## src/rtl/mixed_sign_mul.sv

```systemverilog
module mixed_sign_mul #(
  parameter int DATA_W = 16,
  parameter int LIT_W  = 5,
  parameter int BYTE_W = 8
) (
  input  logic                  clk,
  input  logic                  rst_n,
  input  logic                  start,
  input  logic [2:0]            mode,
  input  logic [DATA_W-1:0]     op_a,
  input  logic [DATA_W-1:0]     op_b,
  input  logic [LIT_W-1:0]      lit,
  output logic [2*DATA_W-1:0]   prod,
  output logic                  prod_vld
);
  localparam int CORE_W = DATA_W + 1;
  localparam int OUT_W  = 2 * DATA_W;

  localparam logic [2:0] M_SS   = 3'd0;
  localparam logic [2:0] M_UU   = 3'd1;
  localparam logic [2:0] M_SL   = 3'd2;
  localparam logic [2:0] M_US   = 3'd3;
  localparam logic [2:0] M_UL   = 3'd4;
  localparam logic [2:0] M_SU   = 3'd5;
  localparam logic [2:0] M_BYTE = 3'd6;

  logic a_sgn, b_sgn, use_lit, use_byte;

  always_comb begin
    a_sgn    = 1'b0;
    b_sgn    = 1'b0;
    use_lit  = 1'b0;
    use_byte = 1'b0;
    case (mode)
      M_SS:    begin a_sgn = 1'b1; b_sgn = 1'b1; end
      M_SL:    begin a_sgn = 1'b1; use_lit = 1'b1; end
      M_US:    b_sgn = 1'b1;
      M_UL:    use_lit = 1'b1;
      M_SU:    a_sgn = 1'b1;
      M_BYTE:  use_byte = 1'b1;
      default: ;
    endcase
  end

  logic [DATA_W-1:0]        b_src;
  logic signed [CORE_W-1:0] a_core, b_core;
  logic signed [OUT_W-1:0]  a_ext, b_ext, core_lo;

  assign b_src = use_lit ? {{(DATA_W-LIT_W){1'b0}}, lit} : op_b;

  assign a_core = use_byte ? {{(CORE_W-BYTE_W){1'b0}}, op_a[BYTE_W-1:0]}
                           : {a_sgn & op_a[DATA_W-1], op_a};
  assign b_core = use_byte ? {{(CORE_W-BYTE_W){1'b0}}, b_src[BYTE_W-1:0]}
                           : {b_sgn & b_src[DATA_W-1], b_src};

  assign a_ext   = OUT_W'(a_core);
  assign b_ext   = OUT_W'(b_core);
  assign core_lo = a_ext * b_ext;

  always_ff @(posedge clk) begin
    if (!rst_n) begin
      prod     <= '0;
      prod_vld <= 1'b0;
    end else begin
      prod_vld <= start;
      if (start) prod <= core_lo;
    end
  end

  a_r2_vld_after_start: assert property (@(posedge clk) disable iff (!rst_n)
    start |=> prod_vld);
  a_r2_no_vld_idle: assert property (@(posedge clk) disable iff (!rst_n)
    !start |=> !prod_vld);
  a_r11_hold_idle: assert property (@(posedge clk) disable iff (!rst_n)
    !start |=> $stable(prod));
  a_r9_byte_upper_zero: assert property (@(posedge clk) disable iff (!rst_n)
    (start && mode == M_BYTE) |=> prod[OUT_W-1:2*BYTE_W] == '0);
  a_r7_lit_upper_zero: assert property (@(posedge clk) disable iff (!rst_n)
    (start && mode == M_UL) |=> prod[OUT_W-1:DATA_W+LIT_W] == '0);
endmodule

```

## config.mk

```make
export PLATFORM = sky130hd
export DESIGN_NAME = mixed_sign_mul
export DESIGN_NICKNAME = d
export VERILOG_FILES = /design/src/rtl/mixed_sign_mul.sv
export SDC_FILE = /design/constraint.sdc
export NUM_CORES = 1
export LEC_CHECK = 0
export ABC_AREA = 1
export BUFFER_PORTS_ARGS = -buffer_cell sky130_fd_sc_hd__buf_2
export CAP_MARGIN = 30
export CORE_MARGIN = 5
export CORE_UTILIZATION = 60
export DETAILED_ROUTE_END_ITERATION = 16
export GPL_ROUTABILITY_DRIVEN = 0
export PLACE_DENSITY = 0.79
export SLEW_MARGIN = 20
export SYNTH_ARGS = -nofsm -noshare
export SYNTH_HDL_FRONTEND = slang
export SYNTH_SLANG_ARGS = --single-unit
```

## constraint.sdc

```tcl
create_clock -name clk -period 17.5 [get_ports clk]
set_clock_uncertainty 0.05 [all_clocks]
set_input_delay 2.625 -clock clk [delete_from_list [all_inputs] [get_ports clk]]
set_output_delay 2.625 -clock clk [all_outputs]
set_load 0.1 [all_outputs]
```

; Word level (Yosys, flattened, before mapping)
; Cells that the tools add are included.
[word_totals]
register_bits = 33
latch_bits = 0
ramBits = 0
mem_bits_ro = 0
output_inout_bits = 33
word_cells = 21
mem_count = 0
[op_classes]
add_sub_neg = 0
multipliers = 1
n_div = 0
order_cmp = 0
eq_ne = 5
shifts = 0
n_mux = 7
bitwise = 2
n_reduce_logical = 4
[op_table]
columns = cell, count
row1 = $mux 17, 2
row2 = $mul 17x17->32, 1
row3 = $mux 16, 1
row4 = $eq 3x3->1 const B, 3
row5 = $eq 3x2->1 const B, 2
row6 = $mux 1, 4
row7 = $reduce_or 2->1, 2
row8 = $logic_not 3->1, 1
row9 = $reduce_or 3->1, 1
row10 = $and 1x1->1, 2

; Longest topological paths before layout
[logic_depth]
ltp_word = 7
depth_mapped = 34
mapped_depth_nobuf = 33

; Least setup slack after synthesis
; OpenSTA, ideal clock, no wires.
[synth_path]
path_type = input -> register
from = input mode[2]
to = register prod[28]
arrival_ps = 7986
required_time_ps = 17341
setup_slack_ps = 9355
path_stages = 27
n_path_buf = 2
cell_sequence = buf_6 -> o21ai_4 -> nand2_1 -> inv_1 -> clkbuf_1 -> nand2_1 -> fa_1 -> inv_1 -> fa_1 -> inv_1 -> fa_1 -> inv_1 -> fa_1 -> fa_1 -> inv_1 -> fa_1 -> inv_1 -> ha_1 -> nand2_1 -> nor2_1 -> nand3_1 -> nand3b_1 -> or2_1 -> nand4_1 -> nand3_1 -> nand2_1 -> inv_1
[synth_via]
elab_chain_cells = 7
elab_cells_between_ends = 19
classes_between = mul: 1 / eq/ne: 5 / mux: 7 / bitwise: 2 / reduce/logical: 4
[synth_lines]
columns = item, line
row1 = from (decl), 9  ; input logic [2:0] mode,
row2 = $eq 3x3->1 / $eq 3x2->1 (equally long branches), 34  ; case (mode)
row3 = $reduce_or 2->1 (no line), -
row4 = $mux 1, 34
row5 = $mux 16, 49  ; assign b_src = use_lit ? {{(DATA_W-LIT_W){1'b0}}, lit} : op_b;
row6 = $and 1x1->1, 54  ; : {b_sgn & b_src[DATA_W-1], b_src};
row7 = $mux 17, 53  ; assign b_core = use_byte ? {{(CORE_W-BYTE_W){1'b0}}, b_src[BYTE_W-1:0]}
row8 = $mul 17x17->32 (*), 58  ; assign core_lo = a_ext * b_ext;
row9 = to (signal assigned), 66  ; if (start) prod <= core_lo;
row10 = to (decl), 13  ; output logic [2*DATA_W-1:0] prod,
; Every way passes the cells marked *; elsewhere a longest branch is shown, timed or not.
; A chain may end at the register's enable or synchronous reset.

; Worst setup path after layout
[layout_path]
from = input mode[0]
to = register prod[19]
; The elaborated chain is that of the path after synthesis.

==> flow_summary.ini <==
[sta]
layout_setup_ws_ns = 8.43
rsz0062_at_grt = no
slew_headroom = 0.448
setup_viol = 0
final_hold_viol_count = 0
max_freq_mhz = 110
fin_tns_setup_ns = 0
fin_crit_ns = 9.07
post-route-period-util = 0.518
tightestPinTransition_ns = 0.828
final_max_slew_viol_count = 0
whs_ns = 0.433

[setup_path]
endpoint_kind = register
required_ns = 17.62
slowest_stage = fa_1
path_max_fanout = 14
worst_path_most_repeated_cell = inv_1
arrival_ns = 9.18
crit_family = adder cells
crit_path_max_incr_delay_ns = 0.56
startpoint_type = input pin
path_class = in -> reg
worstPathBufferInverterCount = 9

[cells_and_area]
layout.nets = 2032
final_common_cell = inv_1
final_core_util = 0.644
mostFrequentLayoutCells = inv_1 (419), nand2_1 (283), fa_1 (282)
diodes = 0
areaGrowthSynthToFinish_pct = 6.12
drive_gt1_frac = 0.0627

[outcome]
status = finished, final reports clean

[flow_run]
max_cap_violations = 0

[floorplan]
coreArea_um2 = 20100
row_count = 52
start_util = 0.607
die_x_um = 153
dieArea_um2 = 23300
die_y_um = 153
num_io_pins = 76

[synth]
synth_area_um2 = 12200
syn-instance-count = 1577
syn_avg_cell_area_um2 = 7.74
synth_top_area_share = 0.463
yosysWarnings = 0
yosysSeqAreaShare = 0.0542
synthesis.nets = 1984
synth.distinct_cells = 40
synth.area.top_cells = fa_1 (46%), inv_1 (13%), nand2_1 (8.7%)
synth_top_cell_by_area = fa_1
yosys_register_bits = 33

[grt]
antenna_found_initial = 0
grt_start_max_net_pins = 50
grt_pass1_vias = 10900
grtUsageTotal = 0.291
overflow = 0
grt_pass1_wl_um = 54700

[routing]
ant_nets = 0
drc_errors = 0
routed_wl_um = 32800
drt-pass1-iter-count = 6
vias = 10400
via_per_inst = 5.47
wl_per_cell_um = 17.3
first_iter_violations = 1101

[clock_tree]
ctsResizeCount = 0
clock-sinks = 33
cts_tree = done
numCtsBuffers = 5
cts_buffer_depth = 2
postCtsSetupBuffers = 0
cts_hold_buf = 0
h-tree-depth = 2
cts.clk_slew.worst_paths_ns = 0.05
cts_root_buf = clkbuf_16
insertion_delay_ns = 0.27

[worst_hold_path]
hold_class = reg -> reg

[place]
dp_hpwl_um = 27800
preCtsSetupSlack_ns = 8.29
portBuffers = 75
worst paths after layout:
kind	start	end	slack [ns]	depth (start not counted)
setup / recovery	mode[0]	prod[19]	8.43	27
hold / removal	prod[22]	prod[22]	0.43	2
setup reg to reg	prod[8]	prod[8]	16.69	4
hold reg to reg	prod[22]	prod[22]	0.43	2
worst register-to-register path, cell delays in order, from the launching register on:
cell     delay, ns
dfxtp_1       0.34
nor2_1        0.05
nor2_1        0.10
o21ai_0       0.12
inv_1         0.08
stage by stage:
| step | cells | area (um^2) |
|---|---|---|
| after CTS | 1896 | 12900 |
| final | 1896 | 12900 |
| after global placement | 1888 | 12800 |
| after global routing | 1896 | 12900 |
| after detailed placement | 1888 | 12800 |
| after floorplan | 1577 | 12200 |
layer usage:
metal	global-route usage	wire length (um)	vias to the layer above
met3	0.0520	3150	93
met5	0	0	-
li1	-	-	4666
met1	0.396	12700	5091
met2	0.481	15900	523
met4	0.0844	1190	0
synth_stat cells:
| library cell | count |
|---|---|
| o21ai_1 | 9 |
| o211ai_1 | 6 |
| inv_2 | 10 |
| o21ai_4 | 1 |
| and3_1 | 1 |
| clkinv_1 | 9 |
| a21boi_1 | 2 |
| o21ai_0 | 36 |
| nand2_1 | 283 |
| ha_1 | 82 |
| inv_1 | 419 |
| o21ai_2 | 3 |
| mux2i_2 | 1 |
| xor2_1 | 9 |
| nor2_1 | 221 |
| buf_2 | 3 |
| a21boi_0 | 1 |
| nand2b_1 | 1 |
| dfxtp_1 | 33 |
| nand3b_1 | 2 |
| o21bai_1 | 1 |
| fa_1 | 282 |
| buf_6 | 1 |
| a31oi_1 | 1 |
| nor2_2 | 1 |
| clkbuf_1 | 28 |
| or2_1 | 7 |
| nand3_1 | 42 |
| xnor2_1 | 6 |
| buf_1 | 2 |
| a21oi_1 | 41 |
| o31ai_1 | 1 |
| nand4_1 | 17 |
| a31o_1 | 1 |
| nor4_1 | 1 |
| nor3_1 | 7 |
| a21o_1 | 1 |
| buf_4 | 1 |
| nand2_2 | 3 |
| o21a_1 | 1 |
flip-flops by register name, indices dropped and copies added (netlist names):
signal    cells
prod         32
prod_vld      1
kinds of logic after synthesis:
family / Yosys count / share of synthesized area
XOR/XNOR: 15 / 0.0108
AO/OA/AOI/OAI: 105 / 0.0480
flip-flops: 33 / 0.0542
adder cells (fa/ha/maj): 364 / 0.547
multiplexers: 1 / 0.00113
AND/OR/NAND/NOR: 586 / 0.192
buffers and inverters: 473 / 0.147
cell type report:
class	count	area, um^2
multi-input cells	1071	9750
fillers	1755	7160
inverters	438	1640
flip-flops and latches	33	661
repair buffers	76	383
well taps	270	338
clock buffers	7	143
clock inverters	1	30.0
Power is not shown: default switching activity piles up to over one toggle a cycle in this logic, so the estimate is an artifact.
